**src/rtl/i2s_mono_pkg.sv**
```systemverilog
package i2s_mono_pkg;

  // Output source, decoded from which word-select pins are active.
  typedef enum logic [1:0] {
    MODE_MUTE  = 2'd0,
    MODE_LEFT  = 2'd1,
    MODE_RIGHT = 2'd2,
    MODE_MIX   = 2'd3
  } mix_mode_e;

endpackage

```
**src/rtl/ws_activity.sv**
```systemverilog
module ws_activity #(
  parameter int GAP_BCK = 32
) (
  input  logic clk,
  input  logic rst,
  input  logic tick,
  input  logic ws_in,
  output logic active
);
  localparam int GW = $clog2(GAP_BCK + 2);
  localparam logic [GW-1:0] GAP_V = GW'(GAP_BCK);
  localparam logic [GW-1:0] GAP_SAT = GW'(GAP_BCK + 1);

  logic          ws_last;
  logic          seen_one;
  logic [GW-1:0] gap;

  always_ff @(posedge clk) begin
    if (rst) begin
      ws_last  <= 1'b0;
      seen_one <= 1'b0;
      gap      <= '0;
      active   <= 1'b0;
    end else if (tick) begin
      ws_last <= ws_in;
      if (ws_in != ws_last) begin
        gap      <= '0;
        seen_one <= 1'b1;
        if (seen_one && gap < GAP_V) active <= 1'b1;
      end else begin
        if (gap != GAP_SAT) gap <= gap + 1'b1;
        if (gap >= GAP_V) begin
          active   <= 1'b0;
          seen_one <= 1'b0;
        end
      end
    end
  end

  // an active pin has changed level within the last frame period
  assert_active_recent_R8: assert property (@(posedge clk) disable iff (rst)
    active |-> (gap <= GAP_V));

endmodule

```
**src/rtl/i2s_slot_rx.sv**
```systemverilog
module i2s_slot_rx #(
  parameter int W = 16
) (
  input  logic         clk,
  input  logic         rst,
  input  logic         tick,
  input  logic         ws,
  input  logic         sd,
  output logic         done,
  output logic         done_right,
  output logic [W-1:0] word
);
  localparam int CW = $clog2(W + 1);
  localparam logic [CW-1:0] W_V = CW'(W);

  logic          ws_last;
  logic [CW-1:0] cnt;
  logic [W-1:0]  sh;
  logic [W-1:0]  sh_nxt;

  // Place the current bit at its MSB-first position; bits past W are dropped.
  always_comb begin
    sh_nxt = sh;
    for (int i = 0; i < W; i++) begin
      if (cnt < W_V && i == W - 1 - int'(cnt)) sh_nxt[i] = sd;
    end
  end

  always_ff @(posedge clk) begin
    if (rst) begin
      ws_last    <= 1'b0;
      cnt        <= '0;
      sh         <= '0;
      done       <= 1'b0;
      done_right <= 1'b0;
      word       <= '0;
    end else begin
      done <= 1'b0;
      if (tick) begin
        ws_last <= ws;
        if (ws != ws_last) begin
          // The bit on the select edge is still the previous slot's last bit.
          word       <= sh_nxt;
          done       <= 1'b1;
          done_right <= ws_last;
          sh         <= '0;
          cnt        <= '0;
        end else begin
          sh <= sh_nxt;
          if (cnt < W_V) cnt <= cnt + 1'b1;
        end
      end
    end
  end

  // the bit position never runs past the word
  assert_bitcnt_bound_R9: assert property (@(posedge clk) disable iff (rst)
    cnt <= W_V);

endmodule

```
**src/rtl/mono_out_stage.sv**
```systemverilog
module mono_out_stage
  import i2s_mono_pkg::*;
#(
  parameter int W = 16
) (
  input  logic                clk,
  input  logic                rst,
  input  mix_mode_e           mode,
  input  logic                done,
  input  logic                done_right,
  input  logic [W-1:0]        word,
  output logic signed [W-1:0] sample_o,
  output logic                valid_o,
  output logic                mute_o
);
  logic signed [W-1:0] left_q;
  logic signed [W-1:0] right_s;
  logic signed [W:0]   sum;
  logic signed [W-1:0] avg;
  logic signed [W-1:0] pick;

  assign right_s = $signed(word);
  assign sum     = {left_q[W-1], left_q} + {right_s[W-1], right_s};
  assign avg     = W'(sum >>> 1);

  always_comb begin
    case (mode)
      MODE_LEFT:  pick = left_q;
      MODE_RIGHT: pick = right_s;
      MODE_MIX:   pick = avg;
      default:    pick = '0;
    endcase
  end

  always_ff @(posedge clk) begin
    if (rst) begin
      left_q   <= '0;
      sample_o <= '0;
      valid_o  <= 1'b0;
      mute_o   <= 1'b1;
    end else begin
      valid_o <= 1'b0;
      mute_o  <= (mode == MODE_MUTE);
      if (done && !done_right) left_q <= right_s;
      if (mode == MODE_MUTE) begin
        sample_o <= '0;
      end else if (done && done_right) begin
        sample_o <= pick;
        valid_o  <= 1'b1;
      end
    end
  end

  // the average lies between the two inputs, so it cannot wrap
  assert_mix_between_R5: assert property (@(posedge clk) disable iff (rst)
    (mode == MODE_MIX) |->
      ((avg >= left_q && avg <= right_s) || (avg >= right_s && avg <= left_q)));

endmodule

```
**src/rtl/i2s_mono_select.sv**
```systemverilog
module i2s_mono_select
  import i2s_mono_pkg::*;
#(
  parameter int SAMPLE_W = 16,
  parameter int GAP_BCK  = 2 * SAMPLE_W
) (
  input  logic                       clk,
  input  logic                       rst,
  input  logic                       bck_i,
  input  logic                       sd_i,
  input  logic                       wsl_i,
  input  logic                       wsr_i,
  output logic signed [SAMPLE_W-1:0] sample_o,
  output logic                       valid_o,
  output logic                       mute_o
);
  logic bck_q, bck_qq, sd_q, wsl_q, wsr_q;
  logic tick;
  logic [1:0] ws_pin;
  logic [1:0] act;
  logic ws_eff;
  mix_mode_e mode;
  logic done, done_right;
  logic [SAMPLE_W-1:0] word;

  always_ff @(posedge clk) begin
    if (rst) begin
      bck_q  <= 1'b0;
      bck_qq <= 1'b0;
      sd_q   <= 1'b0;
      wsl_q  <= 1'b0;
      wsr_q  <= 1'b0;
    end else begin
      bck_q  <= bck_i;
      bck_qq <= bck_q;
      sd_q   <= sd_i;
      wsl_q  <= wsl_i;
      wsr_q  <= wsr_i;
    end
  end

  assign tick   = bck_q & ~bck_qq;
  assign ws_pin = {wsr_q, wsl_q};

  for (genvar g = 0; g < 2; g++) begin : g_act
    ws_activity #(.GAP_BCK(GAP_BCK)) u_act (
      .clk    (clk),
      .rst    (rst),
      .tick   (tick),
      .ws_in  (ws_pin[g]),
      .active (act[g])
    );
  end

  always_comb begin
    case (act)
      2'b01:   mode = MODE_LEFT;
      2'b10:   mode = MODE_RIGHT;
      2'b11:   mode = MODE_MIX;
      default: mode = MODE_MUTE;
    endcase
  end

  // Frame timing follows the left pin when it is active, else the right pin.
  assign ws_eff = act[0] ? wsl_q : wsr_q;

  i2s_slot_rx #(.W(SAMPLE_W)) u_rx (
    .clk        (clk),
    .rst        (rst),
    .tick       (tick),
    .ws         (ws_eff),
    .sd         (sd_q),
    .done       (done),
    .done_right (done_right),
    .word       (word)
  );

  mono_out_stage #(.W(SAMPLE_W)) u_out (
    .clk        (clk),
    .rst        (rst),
    .mode       (mode),
    .done       (done),
    .done_right (done_right),
    .word       (word),
    .sample_o   (sample_o),
    .valid_o    (valid_o),
    .mute_o     (mute_o)
  );

  // no active pin forces mute on the next cycle
  assert_mute_follows_R7: assert property (@(posedge clk) disable iff (rst)
    (act == 2'b00) |=> mute_o);

  // a muted output carries zero
  assert_mute_zero_R7: assert property (@(posedge clk) disable iff (rst)
    mute_o |-> (sample_o == '0));

  // the strobe lasts a single cycle
  assert_valid_pulse_R3: assert property (@(posedge clk) disable iff (rst)
    valid_o |=> !valid_o);

endmodule

```
**config.mk**
```make
export PLATFORM = sky130hd
export DESIGN_NAME = i2s_mono_select
export DESIGN_NICKNAME = d
export VERILOG_FILES = /design/src/rtl/i2s_mono_pkg.sv /design/src/rtl/ws_activity.sv /design/src/rtl/i2s_slot_rx.sv /design/src/rtl/mono_out_stage.sv /design/src/rtl/i2s_mono_select.sv
export SDC_FILE = /design/constraint.sdc
export NUM_CORES = 1
export LEC_CHECK = 0
export ABC_AREA = 1
export ABC_CLOCK_PERIOD_IN_PS = 2200
export BUFFER_PORTS_ARGS = -buffer_cell sky130_fd_sc_hd__clkbuf_2
export CORE_MARGIN = 4
export CORE_UTILIZATION = 49
export DETAILED_ROUTE_END_ITERATION = 7
export PLACE_DENSITY_LB_ADDON = 0.05
export SYNTH_ARGS = -nofsm -noshare
export SYNTH_HDL_FRONTEND = slang
export SYNTH_SLANG_ARGS = --single-unit
```
**constraint.sdc**
```tcl
create_clock -name clk -period 2.2 [get_ports clk]
set_input_delay 0.11 -clock clk [delete_from_list [all_inputs] [get_ports clk]]
set_output_delay 0.11 -clock clk [all_outputs]
set_load 0.005 [all_outputs]
```
==> results of run 1 <==
cell type report:
class	instances	share of cell area (%)
Sequential cell	97	34.3
Inverter	121	8.06
Clock buffer	10	2.25
Multi-Input combinational cell	518	47.4
Clock inverter	4	1.24
Tap cell	136	3.00
Timing Repair Buffer	35	3.80
final timing paths:
kind,from,endpoint,slack (ns)
max,u_rx.word[1],u_out.sample_o[11],0.28
min,rst,bck_q,0.24
max reg2reg,u_rx.word[1],u_out.sample_o[11],0.28
min reg2reg,bck_q,bck_qq,0.44
worst reg2reg max path, cell delays in order (launching register included):
cell,delay [ns]
dfxtp_1,0.36
inv_1,0.10
fa_1,0.40
inv_1,0.11
nand2_1,0.06
nand2_1,0.07
nand3_1,0.07
nand2_1,0.14
nand2_1,0.10
nand2_1,0.07
nand2_1,0.05
nand3_1,0.06
nand2_1,0.06
nand2_1,0.05
a21oi_1,0.07
flip-flops by register name (all words and copies together), names as in the netlist:
| name | count |
|---|---|
| u_out.valid_o | 1 |
| bck_qq | 1 |
| u_out.sample_o | 16 |
| u_rx.sh | 16 |
| g_act.u_act.active | 2 |
| u_rx.cnt | 5 |
| u_out.left_q | 16 |
| bck_q | 1 |
| u_rx.word | 16 |
| u_rx.ws_last | 1 |
| g_act.u_act.ws_last | 2 |
| g_act.u_act.gap | 12 |
| u_rx.done_right | 1 |
| g_act.u_act.seen_one | 2 |
| wsl_q | 1 |
| u_rx.done | 1 |
| u_out.mute_o | 1 |
| sd_q | 1 |
| wsr_q | 1 |
metal layers:
layer  up-vias  global-route usage [%]
li1       2498                       -
met1      2134                    26.8
met2        81                    33.7
met3        18                    3.49
met4         0                    7.14
met5         -                       0
kinds of logic after synthesis:
group | count (synthesis) | synth area share, %
AND/OR/NAND/NOR | 318 | 26.2
AO/OA/AOI/OAI | 171 | 18.5
buffers and inverters | 141 | 11.0
flip-flops | 97 | 37.4
adder cells (fa/ha/maj) | 27 | 6.65
XOR/XNOR | 2 | 0.337
metrics by stage:
stage,util (%),setup WS (ns),std cells,hold slack [ns]
2_1_floorplan,-,0.515,756,0.217
3_3_place_gp,52.6,0.331,903,0.302
3_5_place_dp,52.6,0.302,903,0.307
4_1_cts,54.9,0.295,921,0.233
5_1_grt,54.9,0.0392,921,0.254
6_report,54.9,0.284,921,0.237
synthesized netlist by cell type (4+ instances only):
cell type / count
a21oi_1: 84
a22oi_1: 8
a31oi_1: 16
clkbuf_1: 13
dfxtp_1: 97
ha_1: 26
inv_1: 116
nand2_1: 198
nand3_1: 35
nor2_1: 45
nor3_1: 13
nor3b_1: 6
o21ai_0: 39
o21ai_2: 8
o221ai_1: 4
o22ai_1: 8
or2_2: 6
power groups by stage:
| stage | combinational (W) | sequential [W] | clock, W |
|---|---|---|---|
| 2_1_floorplan | 0.000153 | 0.00184 | 0 |
| 3_3_place_gp | 0.000196 | 0.00184 | 0 |
| 3_5_place_dp | 0.000200 | 0.00184 | 0 |
| 4_1_cts | 0.000207 | 0.00180 | 0.00126 |
| 5_1_grt | 0.000236 | 0.00181 | 0.00135 |
| 6_report | 0.000205 | 0.00180 | 0.00123 |
==> results.yml, run 1 <==
finish:
  multi_input_comb_area_um2: 2690
  regArea_um2: 1940
  fillers: 1020
  syn2layout_area_growth_pct: 9.05
  antenna_cells: 0
  nNetsFinal: 815
  drive_gt1_share_pct: 8.79
  layout_commonest_cell: "nand2_1"
  layout_common_cells: "198 x nand2_1, 116 x inv_1, 97 x dfxtp_1"
  final_area_um2: 5670
placed_design:
  placedInstanceArea_um2: 5430
  hpwlAfterDp_mm: 8.99
  port_buffers: 23
  gp_congestion: 0.896
clock_tree:
  clk_latency_ns: 0.36
  root_buffer: "clkbuf_8"
  post_cts_buffers: 0
  clockBufferDepth: 2
  cts_resized: 0
  cts_inserted_buffers: 9
  cts_tree: "yes"
  clock_sinks: 97
  htreeDepth: 3
  cts_hold_buf: 4
  clk_pin_slew_ns: 0.09
worst_setup_path:
  arrival_ns: 2.13
  worst_setup_path_start_kind: "register"
  slowest_delay_ns: 0.40
  crit_top_cell: "nand2_1"
  crit_fanout: 4
  crit_cells: 14
  critPathTopFamily: "simple AND/OR/NAND/NOR gates"
  cp_slowest_cell: "fa_1"
  cp.required_ns: 2.42
  crit_buf_inv: 2
  ff2ff_path_depth: 14
  path_class: "reg -> reg"
  end_kind: "register"
  path_cells: "inv_1 > fa_1 > inv_1 > nand2_1 > nand2_1 > nand3_1 > nand2_1 > nand2_1 > nand2_1 > nand2_1 > nand3_1 > nand2_1 > nand2_1 > a21oi_1"
pwr:
  swShare_pct: 23.7
  intPower_w: 0.00247
  pwr-share-clk_pct: 38.0
  irDropWorstVdd_uv: 336
  powerDensity_nw_per_um2: 572
  p_seq_share_pct: 55.6
  p_total_w: 0.00324
  p_leak_nw: 2.50
  switching_power_w: 0.000768
  pwr-share-comb_pct: 6.3
worst_hold_path:
  min_path_cells: 3
  min_path_type: "in -> reg"
sta:
  timing.final.crit_share_pct: 87.1
  timing.fmax_ghz: 0.522
  setup_tns_ns: 0
  rsz0062_at_grt: "no"
  relSlewSlack_pct: 40.7
  fin_crit_ns: 1.92
  drv_slew: 0
  setup_viol: 0
  tightest_slew_ns: 0.889
  hold_viol: 0
  clock_skew_ns: 0.00864
routing:
  met1_length_mm: 5.81
  drt-initial-drc-count: 255
  top_layer_used: "met4"
  ant_nets: 0
  routed_via_density: 5.14
  drt_first_pass_iters: 5
  routed-wl-met2_mm: 5.80
  vias: 4731
  route.met3.wl_um: 441
  drc: 0
  wirelength_mm: 12.3
  wl_per_cell_um: 13.4
floorplan:
  ioPinCount: 24
  die-area_um2: 12300
  core_um2: 10300
  dieWidth_um: 111
  fp-row-count: 37
  initial_core_util_pct: 50.3
  die_y_um: 111
logic_synthesis:
  async_flop_share_pct: 0
  synth_nets: 789
  yosysTopAreaCell: "dfxtp_1"
  syn_inst: 756
  netlist-cell-type-count: 37
  synthesis.area_per_instance_um2: 6.87
  synth-edff-count: 0
  yosysWarnings: 0
  synth_top_area_share_pct: 37.4
  ys_ff_latch: 97
  seq_area_frac_synth_pct: 37.4
  synth-main-ff-cell: "dfxtp_1"
  synth_area_leaders: "dfxtp_1 37%, nand2_1 14%, inv_1 8.4%, a21oi_1 8.1%, ha_1 6.3%"
  syn_area_um2: 5200
run_status:
  status: "completed"
global_routing:
  grt_pass1_wl_mm: 20.7
  grt_antenna_before_repair: 0
  grt_max_degree: 31
  grt_pass1_vias: 4352
  grt_usage_pct: 20.4
  overflow: 0
run:
  maxCapViolCount: 0
No activity file was read; power rests on OpenSTA's default activity.
==> run 2, diff against run 1 <==
--- a/config.mk
+++ b/config.mk
@@ -6,10 +6,10 @@
 export NUM_CORES = 1
 export LEC_CHECK = 0
 export ABC_AREA = 1
-export ABC_CLOCK_PERIOD_IN_PS = 2200
+export ABC_CLOCK_PERIOD_IN_PS = 2240
 export BUFFER_PORTS_ARGS = -buffer_cell sky130_fd_sc_hd__clkbuf_2
 export CORE_MARGIN = 4
-export CORE_UTILIZATION = 49
+export CORE_UTILIZATION = 60
 export DETAILED_ROUTE_END_ITERATION = 7
 export PLACE_DENSITY_LB_ADDON = 0.05
 export SYNTH_ARGS = -nofsm -noshare
==> constraint.sdc (replaced) <==
create_clock -name clk -period 2.24 [get_ports clk]
set_input_delay 0.112 -clock clk [delete_from_list [all_inputs] [get_ports clk]]
set_output_delay 0.112 -clock clk [all_outputs]
set_load 0.005 [all_outputs]
==> run 2 against run 1 <==
  * Setup slack improved by 0.0097 ns
  * Via count is 2.0% higher
  * Final cell count decreased by 3.4%
  * Critical path depth is the same
  * First-iteration DRC count fell by 9.0%
  * Register-to-register slack barely moved
  * Sequential share of layout area up 0.44 points
  * Clock power decreased by 13%
  * Global-route usage up 4.1 points
  * Highest routed layer unchanged
==> results.yml, run 2 (synthesis results as in run 1) <==
global_routing:
  met2_usage_pct: 40.5
  grt_usage_pct: 24.5
  grt_use_met1_pct: 32.6
  grt_antenna_before_repair: 0
  busiest_layer: "met2"
  grt_pass1_vias: 4410
  met3_usage_pct: 3.25
  grt_pass1_wl_mm: 20.2
  grt_max_degree: 31
  overflow: 0
clock_tree:
  cts_tree: "yes"
  clk_pin_slew_ns: 0.09
  clockBufferDepth: 2
  cts_inserted_buffers: 9
  post_cts_buffers: 0
  root_buffer: "clkbuf_8"
  clk_latency_ns: 0.37
  clock_sinks: 97
  htreeDepth: 3
  cts_resized: 0
worst_setup_path:
  cp-startpoint: "u_rx.word[1]"
  timing.rr.start: "u_rx.word[1]"
  cp.required_ns: 2.46
  r2r_end: "u_out.sample_o[11]"
  ff2ff_path_depth: 14
  r2r_slack_ns: 0.29
  worst_setup_path_start_kind: "register"
  crit_fanout: 4
  arrival_ns: 2.16
  end_kind: "register"
  crit_path_end: "u_out.sample_o[11]"
  path_class: "reg -> reg"
finish:
  antenna_cells: 0
  layout_commonest_cell: "nand2_1"
  nNetsFinal: 813
  drive_gt1_share_pct: 8.92
  fin_util_pct: 67.1
  layout_common_cells: "198 x nand2_1, 116 x inv_1, 97 x dfxtp_1"
  syn2layout_area_growth_pct: 7.68
  fillers: 749
pwr:
  powerDensity_nw_per_um2: 544
  irDropWorstVdd_uv: 343
  p_leak_nw: 2.48
run_status:
  status: "completed"
sta:
  rsz0062_at_grt: "no"
  fin_ws_ns: 0.294
  setup_tns_ns: 0
  tightest_slew_ns: 0.855
  relSlewSlack_pct: 43.0
  drv_slew: 0
  timing.fmax_ghz: 0.514
  hold_viol: 0
  timing.final.crit_share_pct: 86.9
  fin_crit_ns: 1.95
  clock_skew_ns: 0.0122
  setup_viol: 0
routing:
  vias: 4824
  drt-initial-drc-count: 232
  wl_per_cell_um: 13.5
  ant_nets: 0
  wirelength_mm: 12.0
  routed_via_density: 5.42
  drc: 0
  drt_first_pass_iters: 5
floorplan:
  initial_core_util_pct: 62.3
  fp-row-count: 33
  die_y_um: 101
  die-area_um2: 10200
  dieWidth_um: 101
  core_um2: 8340
  ioPinCount: 24
placed_design:
  port_buffers: 23
  hpwlAfterDp_mm: 8.70
  gp_congestion: 0.928
  pre_cts_ws_ns: 0.319
run:
  maxCapViolCount: 0
worst_hold_path:
  min_path_type: "in -> reg"
  hp-start: "rst"
run 2: cell types whose count changed in the layout (fill, tap and decap cells not counted):
cell / before / now
inv_6: 0 / 1
clkbuf_1: 1 / 0
clkinvlp_4: 0 / 2
bufinv_16: 2 / 0
clkinv_4: 0 / 1
clkbuf_8: 9 / 10
buf_4: 8 / 6
run 2: layout make-up:
cell class | instances | area [um2] | share of cell area (%)
timing repair buffer | 33 | 200 | 3.58
clock buffer | 10 | 138 | 2.46
multi-input combinational | 518 | 2690 | 48.0
inverter | 121 | 457 | 8.16
sequential | 97 | 1940 | 34.7
tap | 105 | 131 | 2.35
clock inverter | 6 | 42.5 | 0.760
run 2: per-stage QoR:
step | std cells | total power [W] | instance area (um2) | hold slack, ns
after floorplan | 756 | 0.00196 | 5200 | 0.219
after global placement | 870 | 0.00200 | 5380 | 0.305
after detailed placement | 870 | 0.00201 | 5380 | 0.311
after CTS | 890 | 0.00306 | 5600 | 0.233
after global routing | 890 | 0.00318 | 5600 | 0.253
final | 890 | 0.00304 | 5600 | 0.239
run 2: routing by layer:
metal,wire length [um],part of all wire (%)
met1,5550,46
met2,5670,47
met3,598,5.0
met4,218,1.8
met5,0,0
run 2: repair_timing:
action	CTS	global route
endpoints found under the setup margin	0	0
hold buffers	4	0
endpoints found under the hold margin	4	0
run 2: where the power goes:
| group | internal (W) | total [W] | leakage [nW] | switching (W) |
|---|---|---|---|---|
| Sequential | 0.00175 | 0.00177 | 0.785 | 0.0000205 |
| Clock | 0.000436 | 0.00107 | 0.0887 | 0.000631 |
| Combinational | 0.0000626 | 0.000202 | 1.60 | 0.000139 |
| Total | 0.00225 | 0.00304 | 2.48 | 0.000791 |
run 2: how the worst min path moves through the flow:
stage | endpoint | slack (ns) | depth (start not counted)
floorplan | bck_q | 0.22 | 2
global placement | wsr_q | 0.31 | 3
detailed placement | wsr_q | 0.31 | 3
CTS | u_rx.sh[4] | 0.23 | 3
global route | wsr_q | 0.25 | 3
finish | wsr_q | 0.24 | 3
run 2: critical path, stage by stage (launching register included):
cell	delay, ns
dfxtp_1	0.37
inv_1	0.11
fa_1	0.41
inv_1	0.12
nand2_1	0.06
nand2_1	0.07
nand3_1	0.08
nand2_1	0.14
nand2_1	0.09
nand2_1	0.06
nand2_1	0.04
nand3_1	0.07
nand2_1	0.06
nand2_1	0.05
a21oi_1	0.07
==> run 3, diff against run 2 <==
--- a/config.mk
+++ b/config.mk
@@ -12,6 +12,7 @@
 export CORE_UTILIZATION = 60
 export DETAILED_ROUTE_END_ITERATION = 7
 export PLACE_DENSITY_LB_ADDON = 0.05
+export RECOVER_POWER = 100
 export SYNTH_ARGS = -nofsm -noshare
 export SYNTH_HDL_FRONTEND = slang
 export SYNTH_SLANG_ARGS = --single-unit
==> run 3 against run 2 <==
  * Setup slack worse by 0.062 ns
  * Flip-flop and latch count stayed put
  * Clock-buffer cell count stayed put
  * Critical path type unchanged
  * Highest routed layer unchanged
==> results.yml, run 3 (synthesis results as in run 1) <==
run_status:
  status: "completed"
worst_setup_path:
  crit_top_cell: "inv_1"
  cp.required_ns: 2.54
  timing.rr.start: "g_act[0].u_act.active"
  path_class: "reg -> reg"
  path_cells: "inv_1 > nor2_1 > inv_1 > o22ai_1 > inv_1 > nand2_1 > nand2_1 > a21oi_1"
  cp-startpoint: "g_act[0].u_act.active"
  ff2ff_path_depth: 8
  worst_setup_path_start_kind: "register"
  arrival_ns: 2.30
  cp_slowest_cell: "dfxtp_1"
  end_kind: "register"
  crit_fanout: 12
  slowest_delay_ns: 0.47
global_routing:
  grt_usage_pct: 24.5
  grt_max_degree: 31
  grt_pass1_wl_mm: 20.2
  grt_antenna_before_repair: 0
  grt_pass1_vias: 4410
  overflow: 0
sta:
  drv_slew: 0
  setup_viol: 0
  clock_skew_ns: 0.0100
  timing.final.crit_share_pct: 89.6
  setup_tns_ns: 0
  rsz0062_at_grt: "no"
  fin_ws_ns: 0.232
  timing.fmax_ghz: 0.498
  holdWs_ns: 0.239
  hold_viol: 0
  fin_crit_ns: 2.01
  relSlewSlack_pct: 43.4
  tightest_slew_ns: 0.849
worst_hold_path:
  min_path_cells: 3
  min_path_type: "in -> reg"
  hp-start: "rst"
routing:
  wl_per_cell_um: 13.5
  routed_via_density: 5.41
  wirelength_mm: 12.0
  drc: 0
  drt_first_pass_iters: 5
  drt-initial-drc-count: 233
  vias: 4817
  ant_nets: 0
placed_design:
  hpwlAfterDp_mm: 8.70
  placedInstanceArea_um2: 5380
  pre_cts_ws_ns: 0.319
  gp_congestion: 0.928
  port_buffers: 23
clock_tree:
  clockBufferDepth: 2
  htreeDepth: 3
  post_cts_buffers: 0
  root_buffer: "clkbuf_8"
  clock_sinks: 97
  cts_inserted_buffers: 9
  clk_pin_slew_ns: 0.09
  clk_latency_ns: 0.37
  cts_tree: "yes"
floorplan:
  die-area_um2: 10200
  fp-row-count: 33
  initial_core_util_pct: 62.3
  ioPinCount: 24
  dieWidth_um: 101
  core_um2: 8340
  die_y_um: 101
pwr:
  p_leak_nw: 2.44
  irDropWorstVdd_uv: 343
  p_total_w: 0.00304
  powerDensity_nw_per_um2: 547
finish:
  fillers: 763
  layout_common_cells: "198 x nand2_1, 119 x inv_1, 97 x dfxtp_1"
  antenna_cells: 0
  syn2layout_area_growth_pct: 6.84
  final_area_um2: 5550
  drive_gt1_share_pct: 6.62
  nNetsFinal: 813
  layout_commonest_cell: "nand2_1"
run:
  maxCapViolCount: 0
-- run 3: cell type report --
class                           instances  area [um2]  area share [%]
Multi-Input combinational cell        518        2660            47.9
Sequential cell                        97        1940            35.0
Inverter                              121         454            8.18
Timing Repair Buffer                   33         185            3.34
Clock buffer                           10         138            2.48
Tap cell                              105         131            2.37
Clock inverter                          6        42.5           0.766
-- run 3: repair_timing --
item | CTS | global route
resized for setup | 0 | 0
endpoints found under the hold margin | 4 | 0
hold buffers | 4 | 0
-- run 3: worst max-delay path: cells and delay by family (launching register included) --
family                 cells  cell delay [ns]
buffers and inverters      3             0.54
and+or+nand+nor            3             0.49
DFF                        1             0.47
AOI/OAI and AO/OA          2             0.44
-- run 3: final timing paths --
| check | end | slack (ns) |
|---|---|---|
| worst max register to register | u_out.sample_o[11] | 0.23 |
| worst min-delay path | wsr_q | 0.24 |
| worst min register to register | bck_qq | 0.45 |
| worst max-delay path | u_out.sample_o[11] | 0.23 |
-- run 3: report_power, final --
part / internal (W) / switching, W
Clock: 0.000436 / 0.000631
Sequential: 0.00175 / 0.0000204
Combinational: 0.0000610 / 0.000137
Total: 0.00225 / 0.000788
-- run 3: stage by stage --
stage | instances | utilization [%]
floorplan | 756 | -
global placement | 870 | 64.4
detailed placement | 870 | 64.4
CTS | 890 | 67.1
global route | 890 | 66.6
finish | 890 | 66.6
-- run 3: routing by layer --
layer | vias up | share of wire [%] | routed length, um | global-route usage [%]
met5 | - | 0 | 0 | 0
met4 | 0 | 2.0 | 235 | 9.00
met3 | 20 | 5.2 | 621 | 3.25
met2 | 124 | 47 | 5670 | 40.5
met1 | 2170 | 46 | 5520 | 32.6
li1 | 2503 | - | - | -
